===== config.mk =====
export PLATFORM = sky130hd
export DESIGN_NAME = prng_shuffle_core
export DESIGN_NICKNAME = d
export VERILOG_FILES = /design/src/rtl/prng_shuffle_pkg.sv /design/src/rtl/prng_regfile.sv /design/src/rtl/prng_seq.sv /design/src/rtl/prng_shuffle_core.sv
export SDC_FILE = /design/constraint.sdc
export NUM_CORES = 2
export LEC_CHECK = 0
export ABC_AREA = 1
export BUFFER_PORTS_ARGS = -buffer_cell sky130_fd_sc_hd__clkbuf_2
export CORE_MARGIN = 2
export CORE_UTILIZATION = 24
export CTS_CLUSTER_DIAMETER = 40
export DETAILED_ROUTE_END_ITERATION = 16
export GPL_ROUTABILITY_DRIVEN = 1
export PLACE_DENSITY = 0.46
export SLEW_MARGIN = 20
export SYNTH_ARGS = -nofsm -noshare
export SYNTH_HDL_FRONTEND = slang
export SYNTH_SLANG_ARGS = --single-unit

===== constraint.sdc =====
create_clock -name clk -period 5.24 [get_ports clk]
set_clock_uncertainty 0.05 [all_clocks]
set_input_delay 0.262 -clock clk [delete_from_list [all_inputs] [get_ports clk]]
set_output_delay 0.262 -clock clk [all_outputs]
set_load 0.02 [all_outputs]

===== src/rtl/prng_shuffle_pkg.sv =====
package prng_shuffle_pkg;

   // Four phases per stage window; both stages share the phase counter.
   typedef enum logic [1:0] {
      PH_FETCH_HI = 2'd0,
      PH_FETCH_X  = 2'd1,
      PH_INDIRECT = 2'd2,
      PH_COMBINE  = 2'd3
   } phase_e;

   localparam int STATE_RD_PORTS = 2;
   localparam int PORT_S1        = 0;
   localparam int PORT_S2        = 1;
   localparam int PHASES         = 4;

endpackage


===== src/rtl/prng_regfile.sv =====
module prng_regfile #(
   parameter int W   = 32,
   parameter int AW  = 5,
   parameter int NRD = 2
) (
   input  logic                   clk,
   input  logic                   we,
   input  logic [AW-1:0]          waddr,
   input  logic [W-1:0]           wdata,
   input  logic [NRD-1:0][AW-1:0] raddr,
   output logic [NRD-1:0][W-1:0]  rdata
);
   localparam int DEPTH = 1 << AW;

   if (NRD < 1) begin : g_bad_ports
      $error("prng_regfile: at least one read port is required");
   end
   if (AW < 1) begin : g_bad_aw
      $error("prng_regfile: address width must be positive");
   end

   logic [W-1:0] mem [DEPTH];

   always_ff @(posedge clk) begin
      if (we) mem[waddr] <= wdata;
   end

   for (genvar p = 0; p < NRD; p++) begin : g_rd
      assign rdata[p] = mem[raddr[p]];
   end
endmodule


===== src/rtl/prng_seq.sv =====
module prng_seq
   import prng_shuffle_pkg::*;
#(
   parameter int ITERS  = 256,
   parameter int ADDR_W = 5
) (
   input  logic              clk,
   input  logic              rst,
   input  logic              gen,
   output phase_e            ph,
   output logic              s1_v,
   output logic              s2_v,
   output logic              busy,
   output logic              start,
   output logic              done,
   output logic [ADDR_W-1:0] idx1,
   output logic [ADDR_W-1:0] idx2
);
   localparam int            IW   = $clog2(ITERS);
   localparam logic [IW-1:0] LAST = IW'(ITERS - 1);

   logic [IW-1:0] cnt1, cnt2;

   assign busy  = s1_v | s2_v;
   assign start = gen & ~busy;
   assign idx1  = cnt1[ADDR_W-1:0];
   assign idx2  = cnt2[ADDR_W-1:0];

   always_ff @(posedge clk) begin
      if (rst) begin
         ph   <= PH_FETCH_HI;
         s1_v <= 1'b0;
         s2_v <= 1'b0;
         cnt1 <= '0;
         cnt2 <= '0;
         done <= 1'b0;
      end else begin
         done <= 1'b0;
         if (!busy) begin
            ph <= PH_FETCH_HI;
            if (gen) begin
               s1_v <= 1'b1;
               cnt1 <= '0;
            end
         end else begin
            ph <= phase_e'(ph + 2'd1);
            if (ph == PH_COMBINE) begin
               // hand the finished stage-one iteration to stage two
               s2_v <= s1_v;
               cnt2 <= cnt1;
               if (s1_v) begin
                  if (cnt1 == LAST) s1_v <= 1'b0;
                  else              cnt1 <= cnt1 + IW'(1);
               end
               if (s2_v && cnt2 == LAST) done <= 1'b1;
            end
         end
      end
   end
endmodule


===== src/rtl/prng_shuffle_core.sv =====
module prng_shuffle_core
   import prng_shuffle_pkg::*;
#(
   parameter int DATA_W  = 32,
   parameter int ADDR_W  = 5,
   parameter int ITERS   = 256,
   parameter int ROT_L   = 19,
   parameter int ROT_R   = 13,
   parameter int Y_SHIFT = 8
) (
   input  logic              clk,
   input  logic              rst,
   input  logic [DATA_W-1:0] seed_in,
   input  logic              seed_load,
   input  logic              gen,
   input  logic              read_req,
   output logic [DATA_W-1:0] rnd_out,
   output logic              rdy,
   output logic              done
);
   localparam int DEPTH = 1 << ADDR_W;
   localparam int HALF  = DEPTH / 2;

   if (Y_SHIFT + ADDR_W > DATA_W) begin : g_bad_shift
      $error("prng_shuffle_core: indirect index field exceeds the word");
   end
   if (ITERS < DEPTH) begin : g_bad_iters
      $error("prng_shuffle_core: a run must cover the whole table");
   end
   if (ROT_L >= DATA_W || ROT_R >= DATA_W) begin : g_bad_rot
      $error("prng_shuffle_core: mixing shifts must be below the word width");
   end

   function automatic logic [DATA_W-1:0] scramble(input logic [DATA_W-1:0] v);
      return (v << ROT_L) ^ (v >> ROT_R);
   endfunction

   // sequencing
   phase_e            ph;
   logic              s1_v, s2_v, busy, start;
   logic [ADDR_W-1:0] idx1, idx2;

   prng_seq #(.ITERS(ITERS), .ADDR_W(ADDR_W)) u_seq (
      .clk  (clk),
      .rst  (rst),
      .gen  (gen),
      .ph   (ph),
      .s1_v (s1_v),
      .s2_v (s2_v),
      .busy (busy),
      .start(start),
      .done (done),
      .idx1 (idx1),
      .idx2 (idx2)
   );

   // datapath registers
   logic [DATA_W-1:0] acc_a, acc_b;
   logic [DATA_W-1:0] hi_word, x1, ind_word;
   logic [DATA_W-1:0] x2, y1_2, y_val, far_word;
   logic              fwd1, fwd2;

   // port-side control
   logic [ADDR_W-1:0] seed_ptr, rd_ptr;
   logic              seed_take, read_take;

   assign seed_take = seed_load & ~busy & ~gen;
   assign read_take = read_req & ~busy & ~gen;

   // state table: stage one on port 0, stage two on port 1
   logic [STATE_RD_PORTS-1:0][ADDR_W-1:0] m_raddr;
   logic [STATE_RD_PORTS-1:0][DATA_W-1:0] m_rdata;
   logic                                  m_we;
   logic [ADDR_W-1:0]                     m_waddr;
   logic [DATA_W-1:0]                     m_wdata;

   always_comb begin
      unique case (ph)
         PH_FETCH_HI: m_raddr[PORT_S1] = idx1 + ADDR_W'(HALF);
         PH_FETCH_X:  m_raddr[PORT_S1] = idx1;
         default:     m_raddr[PORT_S1] = x1[ADDR_W-1:0];
      endcase
      m_raddr[PORT_S2] = y_val[Y_SHIFT +: ADDR_W];
   end

   assign m_we    = (s2_v && ph == PH_COMBINE) || seed_take;
   assign m_waddr = s2_v ? idx2 : seed_ptr;
   assign m_wdata = s2_v ? y_val : seed_in;

   prng_regfile #(.W(DATA_W), .AW(ADDR_W), .NRD(STATE_RD_PORTS)) u_state (
      .clk  (clk),
      .we   (m_we),
      .waddr(m_waddr),
      .wdata(m_wdata),
      .raddr(m_raddr),
      .rdata(m_rdata)
   );

   // result table: one read port for the output side
   logic [0:0][ADDR_W-1:0] r_raddr;
   logic [0:0][DATA_W-1:0] r_rdata;
   logic                   r_we;

   assign r_raddr[0] = rd_ptr;
   assign r_we       = s2_v && ph == PH_COMBINE;

   prng_regfile #(.W(DATA_W), .AW(ADDR_W), .NRD(1)) u_result (
      .clk  (clk),
      .we   (r_we),
      .waddr(idx2),
      .wdata(acc_b),
      .raddr(r_raddr),
      .rdata(r_rdata)
   );

   // two-stage update
   always_ff @(posedge clk) begin
      if (rst) begin
         acc_a    <= '0;
         acc_b    <= '0;
         hi_word  <= '0;
         x1       <= '0;
         ind_word <= '0;
         x2       <= '0;
         y1_2     <= '0;
         y_val    <= '0;
         far_word <= '0;
         fwd1     <= 1'b0;
         fwd2     <= 1'b0;
      end else begin
         if (s1_v) begin
            unique case (ph)
               PH_FETCH_HI: hi_word <= m_rdata[PORT_S1];
               PH_FETCH_X: begin
                  x1    <= m_rdata[PORT_S1];
                  acc_a <= scramble(acc_a) + hi_word;
               end
               PH_INDIRECT: begin
                  ind_word <= m_rdata[PORT_S1];
                  // the previous iteration writes its index only at the end of this window
                  fwd1     <= s2_v && (x1[ADDR_W-1:0] == idx2);
               end
               PH_COMBINE: begin
                  y1_2 <= acc_a + (fwd1 ? y_val : ind_word);
                  x2   <= x1;
               end
            endcase
         end
         if (s2_v) begin
            unique case (ph)
               PH_FETCH_HI: y_val <= acc_b + y1_2;
               PH_FETCH_X: begin
                  far_word <= m_rdata[PORT_S2];
                  fwd2     <= (y_val[Y_SHIFT +: ADDR_W] == idx2);
               end
               PH_INDIRECT: acc_b <= x2 + (fwd2 ? y_val : far_word);
               default: ;
            endcase
         end
      end
   end

   // seed and read side
   always_ff @(posedge clk) begin
      if (rst) begin
         seed_ptr <= '0;
         rd_ptr   <= '0;
         rdy      <= 1'b0;
         rnd_out  <= '0;
      end else begin
         if (seed_take) seed_ptr <= seed_ptr + ADDR_W'(1);
         rdy <= read_take;
         if (start) begin
            rd_ptr <= '0;
         end else if (read_take) begin
            rd_ptr  <= rd_ptr + ADDR_W'(1);
            rnd_out <= r_rdata[0];
         end
      end
   end
endmodule


==> impl_metrics.toml <==
[setup_path]
worstPathArrival_ps = 4420
crit_path_top_delay_cell = "nor2_4"
required_ps = 5690
critPathMaxFanout = 25
reg2reg_from = "u_seq.s2_v"
cpPeakStageDelay_ps = 900
crit_path_frequent_cell = "buf_4"
crit_path_end_kind = "flop"
reg2regPathDepth = 6
path_class = "flop to flop"
start_kind = "flop"
r2r-end = "u_result.mem[4][30]"
crit_chain = "buf_4 -> inv_4 -> nor2_1 -> nand3_1 -> nor2_4 -> buf_4"
ff2ff_setup_slack_ps = 1270

[timing]
slew_headroom = 0.2132
fmax_ghz = 0.2518
rsz0062_at_grt = "no"
hold_viol_final = 0
tns_ps = 0
min_period_over_period = 0.7580
period_needed_ps = 3972
maxSlewViolCount = 0
tightestPinTransition_ps = 1180
finalSetupViolations = 0

[pwr]
cellLeakagePower_nw = 49.64
peakVddDrop_v = 0.0002598
power_density_mw_per_mm2 = 367.8

[layout]
fin_nets = 12560
final_util = 0.2882
drive_gt1_frac = 0.09188
area_delta_synth_final_pct = 19.42

[logic_synthesis]
synth-edff-count = 2048
synth_seq_area_share = 0.5976
synth_cell_types = 37
synth_area_mm2 = 0.1148
async_flop_share = 0
yosysWarnings = 0
synthFlopType = "edfxtp_1"
synthCells = 12430
syn_area_per_cell_um2 = 9.235
synth_seq_cells = 2402
synth_nets = 12600

[min_path]
min_path_type = "input pin to flop"
whs_endpoint = "u_state.mem[19][12]"
hold_start = "seed_in[12]"
hold_depth = 4

[clock_tree]
clockBufferDepth = 4
cts.sinks = 2402
cts_setup_buffers = 0
cts_hold_buf = 17
cts_max_level = 5
path_clk_slew_ps = 50
cts_resized = 0
clk_latency_ps = 940
cts_tree = "done"
cts_root_buf = "clkbuf_16"
cts_made_buffers = 390

[route]
firstDrtPassIters = 8
ant_nets = 0
drc_errors = 0
wire_per_inst_um = 24.29
vias_per_cell = 4.928
drt-initial-drc-count = 10960
num_vias = 94140
routed_wl_mm = 464.0

[die]
die_h_um = 695.5
row_count = 253
num_io_pins = 71
start_util = 0.2414
die_w_um = 695.5
core_area_mm2 = 0.4755
dieArea_mm2 = 0.4837

[grt]
grt_pass1_wl_mm = 651.9
grt.total_usage = 0.1843
grt_pass1_vias = 86810
overflow = 0
grt_max_degree = 176
antenna_found_initial = 17

[placed_design]
io_buffers = 70
place.gp.congestion = 0.8832
place_hpwl_mm = 266.0

[status]
status = "finished, final reports clean"

[run]
cap_viol_max_count = 0
-- how the worst max path moves through the flow --
stage	startpoint	to	slack [ps]
2_1_floorplan	u_seq.s2_v	u_state.mem[1][0]	2170
3_3_place_gp	u_seq.s2_v	u_state.mem[7][5]	1420
3_5_place_dp	u_seq.s2_v	u_state.mem[7][8]	1380
4_1_cts	u_seq.s2_v	u_state.mem[7][8]	1320
5_1_grt	u_seq.s2_v	u_result.mem[12][3]	1180
6_report	u_seq.s2_v	u_result.mem[4][30]	1270
-- layout by cell type, fill, tap and decap left out, drive strengths merged, types with 135 or more instances in the layout --
| cell type | instances |
|---|---|
| a21oi | 1005 |
| buf | 281 |
| clkbuf | 514 |
| clkinv | 135 |
| dfxtp | 354 |
| edfxtp | 2048 |
| inv | 1438 |
| nand2 | 1843 |
| nand3 | 1749 |
| nor2 | 1176 |
| o211ai | 142 |
| o21ai | 1402 |
-- power breakdown --
part / total [mW] / switching (mW) / internal (mW)
sequential: 20.8 / 0.152 / 20.7
clock: 26.8 / 10.1 / 16.7
combinational: 2.81 / 2.09 / 0.721
total: 50.4 / 12.3 / 38.1
-- through the flow --
stage | hold WS [ps] | area, µm² | power (mW) | instances | setup slack, ps
global route | 42.65 | 137000 | 51.78 | 19100 | 1185
detailed placement | 402.7 | 123300 | 23.96 | 18360 | 1377
finish | 60.57 | 137100 | 50.40 | 19100 | 1268
CTS | 10.67 | 137000 | 50.71 | 19100 | 1325
global placement | 403.3 | 123300 | 23.97 | 18360 | 1425
floorplan | 383.1 | 114800 | 22.83 | 12430 | 2165
-- per-layer routing --
metal | vias up | wire [µm] | part of all wire | track usage
met5 | - | 46 | 0.000099 | 0
met4 | 6 | 17330 | 0.037 | 0.06257
met3 | 815 | 36740 | 0.079 | 0.02972
met2 | 4136 | 205600 | 0.44 | 0.2884
met1 | 46300 | 204300 | 0.44 | 0.2579
li1 | 42880 | - | - | -
-- sequential cells by signal, indices dropped and copies added (netlist names), 8 cells and up --
signal and count:
acc_a 32, acc_b 32, far_word 32, hi_word 32
ind_word 32, rnd_out 32, u_result.mem 1024, u_seq.cnt1 8
u_seq.cnt2 8, u_state.mem 1024, x1 32, x2 32
y1_2 32, y_val 32
-- logic make-up (layout without fill, tap and decap cells) --
logic type      after synthesis  in the layout  share of synthesized area
flops                      2402           2402                     0.5976
xor+xnor                     63             63                   0.004808
compound gates             2723           2723                     0.1242
mux                          11             11                   0.001079
simple gates               4903           4903                     0.1822
other cells                   0              6                          0
fa+ha+maj                   135            135                    0.01498
buf+inv                    2190           2486                    0.07511
-- cell usage after synthesis, types with 2 or more instances --
cell type	number	share of area
buf_1	117	0.0038
o21ai_0	1391	0.061
inv_1	1383	0.045
ha_1	131	0.014
nand2_1	1843	0.060
o22ai_1	131	0.0071
buf_6	3	0.00029
mux2_2	11	0.0011
clkbuf_1	391	0.013
nand3_1	1749	0.076
nand4_1	79	0.0043
fa_1	4	0.00070
edfxtp_1	2048	0.54
buf_2	274	0.012
xor2_1	49	0.0037
xnor2_1	14	0.0011
and2_1	7	0.00038
o21ai_1	11	0.00048
o21a_1	8	0.00052
a21oi_1	1005	0.044
o211ai_1	142	0.0093
buf_4	9	0.00059
a31oi_1	2	0.00011
or2_2	4	0.00022
a21o_1	15	0.00098
inv_2	6	0.00020
clkinv_1	7	0.00023
a21boi_0	2	0.00013
o21bai_1	15	0.00098
nor3_1	30	0.0013
nor2_1	1175	0.038
nand3b_1	5	0.00033
nor4_1	9	0.00049
dfxtp_1	354	0.062
-- area by class of cell --
| class | count | area (µm²) |
|---|---|---|
| Clock buffer | 445 | 10210 |
| Fill cell | 50100 | 338400 |
| Inverter | 1396 | 5294 |
| Antenna cell | 6 | 15.01 |
| Timing Repair Buffer | 367 | 3324 |
| Multi-Input combinational cell | 7835 | 38270 |
| Clock inverter | 278 | 3336 |
| Sequential cell | 2402 | 68620 |
| Tap cell | 6375 | 7976 |
-- critical path: cells and delay by family (launching register included) --
kind / cells / cell delay [ps]
buf+inv: 3 / 1060
flops: 1 / 320
simple gates: 3 / 2030
(Power assumes the default switching activity.)
